**src/rtl/kbc_emu_pkg.sv**
```systemverilog
package kbc_emu_pkg;

    localparam int REG_W  = 32;
    localparam int BYTE_W = 8;
    localparam int OFF_W  = 4;           // 16-byte register window
    localparam int NUM_EXT_IRQ = 2;      // index 0: keyboard, 1: auxiliary

    // control word bit positions
    localparam int CB_EMU_EN  = 0;
    localparam int CB_EMU_IRQ = 1;
    localparam int CB_CP_EN   = 2;
    localparam int CB_IRQ_EN  = 3;
    localparam int CB_EXT_EN  = 4;
    localparam int CB_A20_SEQ = 5;
    localparam int CB_SEEN1   = 6;
    localparam int CB_SEEN12  = 7;
    localparam int CB_A20     = 8;

    // status byte bit positions
    localparam int SB_OBF = 0;
    localparam int SB_IBF = 1;
    localparam int SB_CMD = 3;
    localparam int SB_AUX = 5;

    localparam logic [BYTE_W-1:0] A20_CMD = 8'hD1;

    typedef enum logic [1:0] {
        RSEL_CTRL = 2'd0,
        RSEL_IN   = 2'd1,
        RSEL_OUT  = 2'd2,
        RSEL_STAT = 2'd3
    } rsel_e;

    typedef struct packed {
        logic emu_en;
        logic cp_en;
        logic irq_en;
        logic ext_en;
        logic a20;
    } ctrl_cfg_t;

    typedef struct packed {
        logic wr_data;
        logic wr_cmd;
        logic rd_data;
        logic rd_cmd;
    } port_ev_t;

    function automatic logic [REG_W-1:0] ctrl_word(
        input ctrl_cfg_t cfg,
        input logic [NUM_EXT_IRQ-1:0] seen,
        input logic seq,
        input logic emu
    );
        logic [REG_W-1:0] w;
        w = '0;
        w[CB_EMU_EN]  = cfg.emu_en;
        w[CB_EMU_IRQ] = emu;
        w[CB_CP_EN]   = cfg.cp_en;
        w[CB_IRQ_EN]  = cfg.irq_en;
        w[CB_EXT_EN]  = cfg.ext_en;
        w[CB_A20_SEQ] = seq;
        w[CB_SEEN1]   = seen[0];
        w[CB_SEEN12]  = seen[1];
        w[CB_A20]     = cfg.a20;
        return w;
    endfunction

endpackage

```
**src/rtl/kbc_edge_latch.sv**
```systemverilog
module kbc_edge_latch #(
    parameter int N = 2
) (
    input  logic         clk,
    input  logic         rst,
    input  logic [N-1:0] lines,
    input  logic [N-1:0] clr,
    output logic [N-1:0] seen
);
    for (genvar i = 0; i < N; i++) begin : g_line
        logic prev_q;
        logic seen_q;
        always_ff @(posedge clk) begin
            if (rst) begin
                prev_q <= 1'b0;
                seen_q <= 1'b0;
            end else begin
                prev_q <= lines[i];
                // a new edge wins over a simultaneous clear
                seen_q <= (lines[i] & ~prev_q) | (seen_q & ~clr[i]);
            end
        end
        assign seen[i] = seen_q;
    end
endmodule

```
**src/rtl/kbc_port_trap.sv**
```systemverilog
module kbc_port_trap import kbc_emu_pkg::*; #(
    parameter logic [7:0] DATA_PORT = 8'h60,
    parameter logic [7:0] CMD_PORT  = 8'h64
) (
    input  logic              clk,
    input  logic              rst,
    input  logic              emu_en,
    input  logic              a20,
    input  logic [7:0]        port_addr,
    input  logic [BYTE_W-1:0] port_wdata,
    input  logic              port_wr,
    input  logic              port_rd,
    output port_ev_t          ev,
    output logic              seq,
    output logic              trap_ev,
    output logic              silent
);
    logic seq_q;
    logic is_data, is_cmd;

    assign is_data = emu_en && (port_addr == DATA_PORT);
    assign is_cmd  = emu_en && (port_addr == CMD_PORT);

    always_comb begin
        ev.wr_data = is_data && port_wr;
        ev.wr_cmd  = is_cmd  && port_wr;
        ev.rd_data = is_data && port_rd;
        ev.rd_cmd  = is_cmd  && port_rd;
    end

    assign silent  = ev.wr_data && seq_q && (port_wdata[1] == a20);
    assign trap_ev = ev.wr_cmd || (ev.wr_data && seq_q && (port_wdata[1] != a20));

    always_ff @(posedge clk) begin
        if (rst)
            seq_q <= 1'b0;
        else if (ev.wr_cmd)
            seq_q <= (port_wdata == A20_CMD);
        else if (ev.wr_data)
            seq_q <= 1'b0;
    end

    assign seq = seq_q;
endmodule

```
**src/rtl/kbc_irq_gen.sv**
```systemverilog
module kbc_irq_gen import kbc_emu_pkg::*; (
    input  ctrl_cfg_t             cfg,
    input  logic [NUM_EXT_IRQ-1:0] seen,
    input  logic [BYTE_W-1:0]     stat,
    input  logic                  trap,
    output logic                  irq1,
    output logic                  irq12,
    output logic                  emu
);
    logic legacy;
    assign legacy = cfg.irq_en && stat[SB_OBF];
    assign irq1   = legacy && !stat[SB_AUX];
    assign irq12  = legacy &&  stat[SB_AUX];
    assign emu    = (cfg.ext_en && (|seen))
                  || (cfg.emu_en && cfg.cp_en && !stat[SB_OBF])
                  || (cfg.emu_en && trap);
endmodule

```
**src/rtl/kbc_emu_top.sv**
```systemverilog
module kbc_emu_top import kbc_emu_pkg::*; #(
    parameter int                ADDR_W    = 12,
    parameter logic [ADDR_W-1:0] WIN_BASE  = 'h100,
    parameter logic [7:0]        DATA_PORT = 8'h60,
    parameter logic [7:0]        CMD_PORT  = 8'h64
) (
    input  logic              clk,
    input  logic              rst,
    input  logic              reg_wr,
    input  logic [ADDR_W-1:0] reg_addr,
    input  logic [REG_W-1:0]  reg_wdata,
    output logic [REG_W-1:0]  reg_rdata,
    input  logic [7:0]        port_addr,
    input  logic [BYTE_W-1:0] port_wdata,
    input  logic              port_wr,
    input  logic              port_rd,
    output logic [BYTE_W-1:0] port_rdata,
    input  logic              kbd_irq1_in,
    input  logic              kbd_irq12_in,
    output logic              irq1_out,
    output logic              irq12_out,
    output logic              emu_irq
);
    ctrl_cfg_t              cfg_q;
    logic [BYTE_W-1:0]      in_q, out_q, stat_q, stat_nxt;
    logic                   trap_q, trap_nxt;
    logic [NUM_EXT_IRQ-1:0] seen, seen_clr;
    logic                   seq_q, trap_ev, silent;
    port_ev_t               ev;
    logic                   hit;
    rsel_e                  rsel;
    logic                   wr_ctrl, wr_in, wr_out, wr_stat;
    logic                   unused_ok;

    // register window decode
    assign hit  = (reg_addr[ADDR_W-1:OFF_W] == WIN_BASE[ADDR_W-1:OFF_W]) && (reg_addr[1:0] == 2'b00);
    assign rsel = rsel_e'(reg_addr[3:2]);
    assign wr_ctrl = reg_wr && hit && (rsel == RSEL_CTRL);
    assign wr_in   = reg_wr && hit && (rsel == RSEL_IN);
    assign wr_out  = reg_wr && hit && (rsel == RSEL_OUT);
    assign wr_stat = reg_wr && hit && (rsel == RSEL_STAT);

    assign seen_clr = {wr_ctrl && reg_wdata[CB_SEEN12], wr_ctrl && reg_wdata[CB_SEEN1]};

    kbc_edge_latch #(.N(NUM_EXT_IRQ)) u_edge (
        .clk   (clk),
        .rst   (rst),
        .lines ({kbd_irq12_in, kbd_irq1_in}),
        .clr   (seen_clr),
        .seen  (seen)
    );

    kbc_port_trap #(.DATA_PORT(DATA_PORT), .CMD_PORT(CMD_PORT)) u_trap (
        .clk        (clk),
        .rst        (rst),
        .emu_en     (cfg_q.emu_en),
        .a20        (cfg_q.a20),
        .port_addr  (port_addr),
        .port_wdata (port_wdata),
        .port_wr    (port_wr),
        .port_rd    (port_rd),
        .ev         (ev),
        .seq        (seq_q),
        .trap_ev    (trap_ev),
        .silent     (silent)
    );

    kbc_irq_gen u_irq (
        .cfg   (cfg_q),
        .seen  (seen),
        .stat  (stat_q),
        .trap  (trap_q),
        .irq1  (irq1_out),
        .irq12 (irq12_out),
        .emu   (emu_irq)
    );

    // status: software write first, port side effects on top
    always_comb begin
        stat_nxt = wr_stat ? reg_wdata[BYTE_W-1:0] : stat_q;
        if (ev.wr_cmd) begin
            stat_nxt[SB_CMD] = 1'b1;
            stat_nxt[SB_IBF] = 1'b1;
        end
        if (ev.wr_data) begin
            stat_nxt[SB_CMD] = 1'b0;
            if (!silent)
                stat_nxt[SB_IBF] = 1'b1;
        end
        if (ev.rd_data)
            stat_nxt[SB_OBF] = 1'b0;
    end

    assign trap_nxt = trap_ev || (trap_q && stat_nxt[SB_IBF]);

    always_ff @(posedge clk) begin
        if (rst) begin
            cfg_q  <= '0;
            in_q   <= '0;
            out_q  <= '0;
            stat_q <= '0;
            trap_q <= 1'b0;
        end else begin
            if (wr_ctrl) begin
                cfg_q.emu_en <= reg_wdata[CB_EMU_EN];
                cfg_q.cp_en  <= reg_wdata[CB_CP_EN];
                cfg_q.irq_en <= reg_wdata[CB_IRQ_EN];
                cfg_q.ext_en <= reg_wdata[CB_EXT_EN];
                cfg_q.a20    <= reg_wdata[CB_A20];
            end
            if (ev.wr_data || ev.wr_cmd)
                in_q <= port_wdata;
            else if (wr_in)
                in_q <= reg_wdata[BYTE_W-1:0];
            if (wr_out)
                out_q <= reg_wdata[BYTE_W-1:0];
            stat_q <= stat_nxt;
            trap_q <= trap_nxt;
        end
    end

    always_comb begin
        reg_rdata = '0;
        if (hit) begin
            unique case (rsel)
                RSEL_CTRL: reg_rdata = ctrl_word(cfg_q, seen, seq_q, emu_irq);
                RSEL_IN:   reg_rdata[BYTE_W-1:0] = in_q;
                RSEL_OUT:  reg_rdata[BYTE_W-1:0] = out_q;
                RSEL_STAT: reg_rdata[BYTE_W-1:0] = stat_q;
            endcase
        end
    end

    always_comb begin
        if (ev.rd_data)
            port_rdata = out_q;
        else if (ev.rd_cmd)
            port_rdata = stat_q;
        else
            port_rdata = '0;
    end

    assign unused_ok = ^{reg_wdata[REG_W-1:CB_A20+1], reg_wdata[CB_A20_SEQ], reg_wdata[CB_EMU_IRQ]};
endmodule

```
**config.mk**
```make
export PLATFORM = sky130hd
export DESIGN_NAME = kbc_emu_top
export DESIGN_NICKNAME = d
export VERILOG_FILES = /design/src/rtl/kbc_emu_pkg.sv /design/src/rtl/kbc_edge_latch.sv /design/src/rtl/kbc_port_trap.sv /design/src/rtl/kbc_irq_gen.sv /design/src/rtl/kbc_emu_top.sv
export SDC_FILE = /design/constraint.sdc
export NUM_CORES = 1
export LEC_CHECK = 0
export ABC_AREA = 1
export BUFFER_PORTS_ARGS = -buffer_cell sky130_fd_sc_hd__buf_4
export CORE_MARGIN = 5
export CORE_UTILIZATION = 47
export CTS_BUF_LIST = sky130_fd_sc_hd__clkbuf_2 sky130_fd_sc_hd__clkbuf_4 sky130_fd_sc_hd__clkbuf_8
export DETAILED_ROUTE_END_ITERATION = 12
export MAX_ROUTING_LAYER = met4
export PLACE_DENSITY_LB_ADDON = 0.3
export SETUP_SLACK_MARGIN = 0.1
export SYNTH_ARGS = -nofsm -noshare
export SYNTH_HDL_FRONTEND = slang
export SYNTH_SLANG_ARGS = --single-unit
```
**constraint.sdc**
```tcl
create_clock -name clk -period 1.6 [get_ports clk]
set_clock_uncertainty 0.1 [all_clocks]
set_input_delay 0.32 -clock clk [delete_from_list [all_inputs] [get_ports clk]]
set_output_delay 0.32 -clock clk [all_outputs]
set_load 0.05 [all_outputs]
```
### Word-level counts from Yosys, hierarchy flattened

Index checks and enable logic that the tools add are counted.

| word-level totals | value |
|---|---|
| bits in registers | 35 |
| output and inout bits | 43 |
| word-level logic and storage cells | 90 |

| operators by class | value |
|---|---|
| reductions and logical operators | 40 |
| equality and inequality tests | 9 |
| bitwise logic cells | 10 |
| muxes and demuxes | 14 |

Operators by type and width:

| cell | number |
|---|---|
| $mux 8 | 4 |
| $pmux 8 s4 | 1 |
| $logic_and 1x1->1 | 25 |
| $eq 8x7->1 const B | 2 |
| $mux 9 | 1 |
| $eq 8x5->1 const B | 1 |
| $eq 8x8->1 const B | 1 |
| $mux 1 | 7 |
| $reduce_bool 2->1 | 3 |
| $reduce_or 2->1 | 3 |
| $logic_or 1x1->1 | 5 |
| $and 1x1->1 | 4 |
| $eq 2x2->1 const B | 2 |
| $logic_not 2->1 | 2 |
| $mux 4 | 1 |
| $not 1->1 | 4 |
| $eq 2x1->1 const B | 1 |
| $logic_not 1->1 | 2 |
| $or 1x1->1 | 2 |
| $eq 1x1->1 | 1 |
| $ne 1x1->1 | 1 |

### Logic depth before layout (Yosys ltp)

| logic depth | value |
|---|---|
| word-level depth | 10 |
| depth in mapped cells | 11 |
| depth with buffers taken out | 10 |

### Cells and area by module

A second synthesis with hierarchy kept.

| second synthesis, totals | value |
|---|---|
| cell total of the unflattened synthesis | 323 |
| area, all modules | 2,249.7 µm² |

Modules (own cells, without submodules):

| module | instances | cells each | seq. area each (µm²) | area an instance (µm²) |
|---|---|---|---|---|
| kbc_emu_top | 1 | 252 | 600.6 | 1,821.7 |
| kbc_port_trap | 1 | 41 | 20.0 | 234.0 |
| kbc_edge_latch | 1 | 21 | 80.1 | 156.4 |
| kbc_irq_gen | 1 | 9 | 0.0 | 37.5 |

### Least setup slack after synthesis

OpenSTA, ideal clock, no wires.

| timing | value |
|---|---|
| path type | register -> output |
| from | register stat_q[0] |
| to | output reg_rdata[1] |
| arrival | 2.896 ns |
| required time | 1.180 ns |
| setup slack | -1.716 ns |
| stages on the path, launching flop included | 6 |
| path through | dfxtp_1 > inv_1 > a21oi_1 > o21ai_0 > nor2_1 > a211oi_1 |

| on the way | value |
|---|---|
| cells in the longest elaborated chain, start to end | 6 |

RTL lines:

| item | RTL line | text |
|---|---|---|
| start, declared | kbc_emu_top.sv:25 | `logic [BYTE_W-1:0] in_q, out_q, stat_q, stat_nxt;` |
| start signal, assigned | kbc_emu_top.sv:117 | `stat_q <= stat_nxt;` |
| $logic_not 1->1 | kbc_irq_gen.sv:15 | `\|\| (cfg.emu_en && cfg.cp_en && !stat[SB_OBF])` |
| $logic_and 1x1->1 | kbc_irq_gen.sv:15 |  |
| $logic_or 1x1->1 | kbc_irq_gen.sv:15 |  |
| $logic_or 1x1->1 | kbc_irq_gen.sv:16 | `\|\| (cfg.emu_en && trap);` |
| via emu_irq | kbc_emu_top.sv:22 | `output logic emu_irq` |
| $pmux 8 s4 | kbc_emu_top.sv:125 | `unique case (rsel)` |
| $mux 9 | kbc_emu_top.sv:124 | `if (hit) begin` |
| end, declared | kbc_emu_top.sv:12 | `output logic [REG_W-1:0] reg_rdata,` |

The timed path passes the listed nets, and every way through them passes these cells.

### Worst setup path in the final report

| timing | value |
|---|---|
| from | register cfg_q[4] (netlist name) |
| to | output port_rdata[5] |

| on the way | value |
|---|---|
| cells in the longest elaborated chain, start to end | 4 |
| elaborated cells on any way between the ends | 6 |
| those cells by class | mux (2); reduce/logical (4) |

RTL lines:

| item | RTL line | text |
|---|---|---|
| $logic_and 1x1->1 | kbc_port_trap.sv:22 | `assign is_cmd = emu_en && (port_addr == CMD_PORT);` |
| $logic_and 1x1->1 | kbc_port_trap.sv:28 | `ev.rd_cmd = is_cmd && port_rd;` |
| $mux 8 | kbc_emu_top.sv:137 | `else if (ev.rd_cmd)` |
| $mux 8 (*) | kbc_emu_top.sv:135 | `if (ev.rd_data)` |
| end, declared | kbc_emu_top.sv:17 | `output logic [BYTE_W-1:0] port_rdata,` |

Mark *: on every way between the ends. The rest lies on a longest branch, timed or not.

==> results.py <==
metrics = {
    "route": {
        "vias_per_cell": 6.20,
        "drc": 0,
        "drt_iter0_markers": 258,
        "vias": 2838,
        "ant_nets": 0,
        "wl_per_cell_um": 23.5,
        "routed_wl_mm": 10.8,
        "drt-pass1-iter-count": 5,
    },
    "layout": {
        "synthToLayoutAreaGrowth_pct": 85.0,
        "layout-drive-gt1-share_pct": 56.7,
        "fin_util_pct": 91.0,
        "antenna_cells": 0,
        "layout.cells.non_filler": 458,
        "nNetsFinal": 472,
    },
    "floorplanning": {
        "die_y_um": 78.0,
        "core_area_um2": 4410,
        "die-width_um": 78.0,
        "io_pins": 110,
        "rows": 24,
        "initial_core_util_pct": 49.2,
        "die-area_um2": 6080,
    },
    "yosys": {
        "netlist-cell-type-count": 31,
        "ys_seq_elements": 35,
        "ys_seq_area_share_pct": 32.3,
        "synth-edff-count": 0,
        "ys_warn_count": 0,
        "postSynthAreaPerCell_um2": 7.41,
        "async_flop_share_pct": 0,
        "synth_top_flop_cell": "dfxtp_1",
        "netlist_area_um2": 2170,
        "syn_inst": 293,
    },
    "critical_path": {
        "rrSetupSlack_ns": -0.09,
        "slowest_stage": "dfxtp_2",
        "worstPathRequired_ns": 1.18,
        "cpPeakStageDelay_ns": 0.34,
        "critical_path_buf_inv_count": 3,
        "cp_top_family": "simple AND/OR/NAND/NOR gates",
        "worstReg2RegEnd": "in_q[2]$_SDFFE_PP0P_",
        "crit_arrival_ns": 1.62,
        "path_cells": "inv_2 -> nor2_4 -> nand2_2 -> nor2_4 -> nand3_4 -> buf_12 -> o22ai_4 -> buf_6",
        "cp-end-kind": "output pin",
        "rr_worst_depth": 10,
        "rr_startpoint": "cfg_q[4]$_SDFFE_PP0N_",
        "cpMostUsedCell": "nor2_4",
        "crit_type": "register to output pin",
        "crit_path_max_fanout": 5,
        "startpoint_type": "register",
    },
    "placed_design": {
        "dp_slack_ns": -0.279,
        "portBuffers": 63,
        "place_inst": 429,
        "place_hpwl_mm": 5.43,
        "place.gp.congestion": 0.854,
    },
    "global_route": {
        "grt_usage_pct": 29.6,
        "grt-ovfl-total": 0,
        "antenna_found_initial": 0,
        "grt_pass1_wl_mm": 13.6,
        "grt_max_degree": 20,
        "grt_pass1_vias": 2749,
    },
    "clocking": {
        "clk_path_buf_depth": 2,
        "ctsHoldBuffers": 0,
        "clkTransAtPathRegs_ns": 0.07,
        "root_buffer": "clkbuf_8",
        "htreeDepth": 2,
        "numCtsBuffers": 5,
        "clk_latency_ns": 0.30,
        "tritoncts": "yes",
        "clock-sinks": 35,
    },
    "min_path": {
        "worstHoldPathType": "primary input to register",
        "hold_start": "kbd_irq1_in",
        "hold_depth": 3,
        "whs_endpoint": "u_edge.g_line[0].prev_q$_SDFF_PP0_",
    },
    "pwr": {
        "internal_power_uw": 1420,
        "switching_share_pct": 31.9,
        "pwr-share-comb_pct": 21.0,
        "leakagePower_uw": 0.00158,
        "clkPwrFrac_pct": 36.7,
        "powerDensity_nw_per_um2": 518,
        "p_sw_uw": 665,
        "vdd_drop_max_uv": 611,
        "power_frac_seq_pct": 42.3,
    },
    "sta": {
        "rsz0062_at_grt": "yes",
        "fmax_ghz": 0.491,
        "slew_viol_final": 0,
        "period_needed_ns": 2.04,
        "fin_crit_sh_pct": 127,
        "hold_viol_final": 0,
        "tightestPinTransition_ns": 0.499,
        "maxSlewHeadroom_pct": 66.7,
        "finalSetupViolCount": 29,
        "fin_ws_ns": -0.436,
    },
    "job": {
        "drv_cap": 0,
    },
    "status": {
        "status": "complete, but fails checks",
        "violations": "setup timing",
    },
}
## area by class of cell
| type | instances | area [um^2] |
|---|---|---|
| tap | 52 | 65.1 |
| inverter | 40 | 153 |
| fill | 168 | 395 |
| sequential | 35 | 711 |
| clock buffer | 8 | 104 |
| timing repair buffer | 114 | 1160 |
| multi-input combinational | 209 | 1820 |
## logic make-up after synthesis
group | Yosys count | synth area share [%]
compound gates | 81 | 27.0
xor+xnor | 1 | 0.403
flops | 35 | 32.3
buf+inv | 74 | 18.4
simple gates | 101 | 21.8
other cells | 1 | 0.173
## timing repair
action | CTS | global route
endpoints found under the hold margin | 0 | 0
setup endpoints to repair | 29 | 47
gates resized for setup | 78 | 33
pin swaps | 11 | 12
cloned | 0 | 5
buffers inserted | 14 | 3
## power groups by stage
stage / sequential (uW) / combinational [uW] / clock (uW)
floorplan: 903 / 251 / 0
CTS: 881 / 387 / 733
finish: 881 / 437 / 764
global placement: 901 / 364 / 0
global route: 880 / 449 / 796
detailed placement: 902 / 371 / 0
## layer usage
layer / up-vias / global-route usage (%) / part of all wire, %
li1: 1166 / - / -
met1: 1361 / 28.6 / 33
met2: 232 / 53.4 / 50
met3: 79 / 6.13 / 8.9
met4: 0 / 17.9 / 7.9
met5: - / - / 0
## how the worst max path moves through the flow
stage / start / to / depth (start not counted)
after floorplan: stat_q[0]$_SDFFE_PP0N_ / reg_rdata[1] / 5
after global placement: port_addr[4] / port_rdata[3] / 8
after detailed placement: reg_addr[7] / reg_rdata[1] / 8
after CTS: cfg_q[4]$_SDFFE_PP0N_ / port_rdata[2] / 8
after global routing: cfg_q[4]$_SDFFE_PP0N_ / port_rdata[6] / 8
final: cfg_q[4]$_SDFFE_PP0N_ / port_rdata[5] / 8
## state kept, by name (all words and copies together), names as in the netlist
name and flops:
u_trap.seq 1, in_q 8, u_edge.g_line.prev_q 2, stat_q 8, trap_q 1, u_edge.g_line.seen_q 2, out_q 8, cfg_q 5
## per-stage QoR
step | setup TNS [ns] | hold WS [ns] | cell area [um^2] | total power [uW]
3_5_place_dp | -6.48 | 0.307 | 3270 | 1270
6_report | -6.33 | 0.201 | 4020 | 2080
4_1_cts | -5.22 | 0.165 | 3770 | 2000
5_1_grt | -8.00 | 0.218 | 4020 | 2130
2_1_floorplan | -3.35 | 0.298 | 2660 | 1150
3_3_place_gp | -4.85 | 0.303 | 3270 | 1270
## worst min-delay path, delay by kind of cell
kind | cells | cell delay, ns
AND/OR/NAND/NOR | 1 | 0.09
buffers and inverters | 2 | 0.15
## cells in the mapped netlist (3+ instances only)
cell      count  area [um^2]
o22ai_1      11         68.8
inv_2         5         18.8
inv_1        35          131
nand2_1      41          154
a31oi_1       3         18.8
o21ai_1       3         15.0
o21ai_0      21          105
buf_6         4         45.0
nor2_1       34          128
a21oi_1      18         90.1
dfxtp_1      35          701
nand3_2       3         30.0
nor3_1        3         15.0
nor2_2        3         18.8
a211oi_2     19          238
buf_4        24          180
clkbuf_1      5         18.8
nand3_1       8         40.0
## placed cells by master (no fill, tap or decap), types with 3 or more instances in the layout
| cell type | count |
|---|---|
| a211oi_2 | 19 |
| a31oi_4 | 3 |
| a21oi_1 | 14 |
| inv_2 | 7 |
| nand3_1 | 3 |
| o21ai_1 | 8 |
| nor2_1 | 9 |
| nand2_1 | 39 |
| nand3_4 | 6 |
| nor2_2 | 8 |
| dfxtp_1 | 31 |
| nor2_4 | 22 |
| buf_8 | 3 |
| nor3_4 | 3 |
| nand3_2 | 3 |
| o22ai_4 | 8 |
| o21ai_4 | 7 |
| clkbuf_8 | 7 |
| conb_1 | 23 |
| buf_4 | 63 |
| buf_12 | 9 |
| inv_1 | 32 |
| buf_6 | 37 |
| a21oi_4 | 3 |
| nand2_8 | 3 |
| o21ai_0 | 9 |
(Power assumes the default switching activity.)
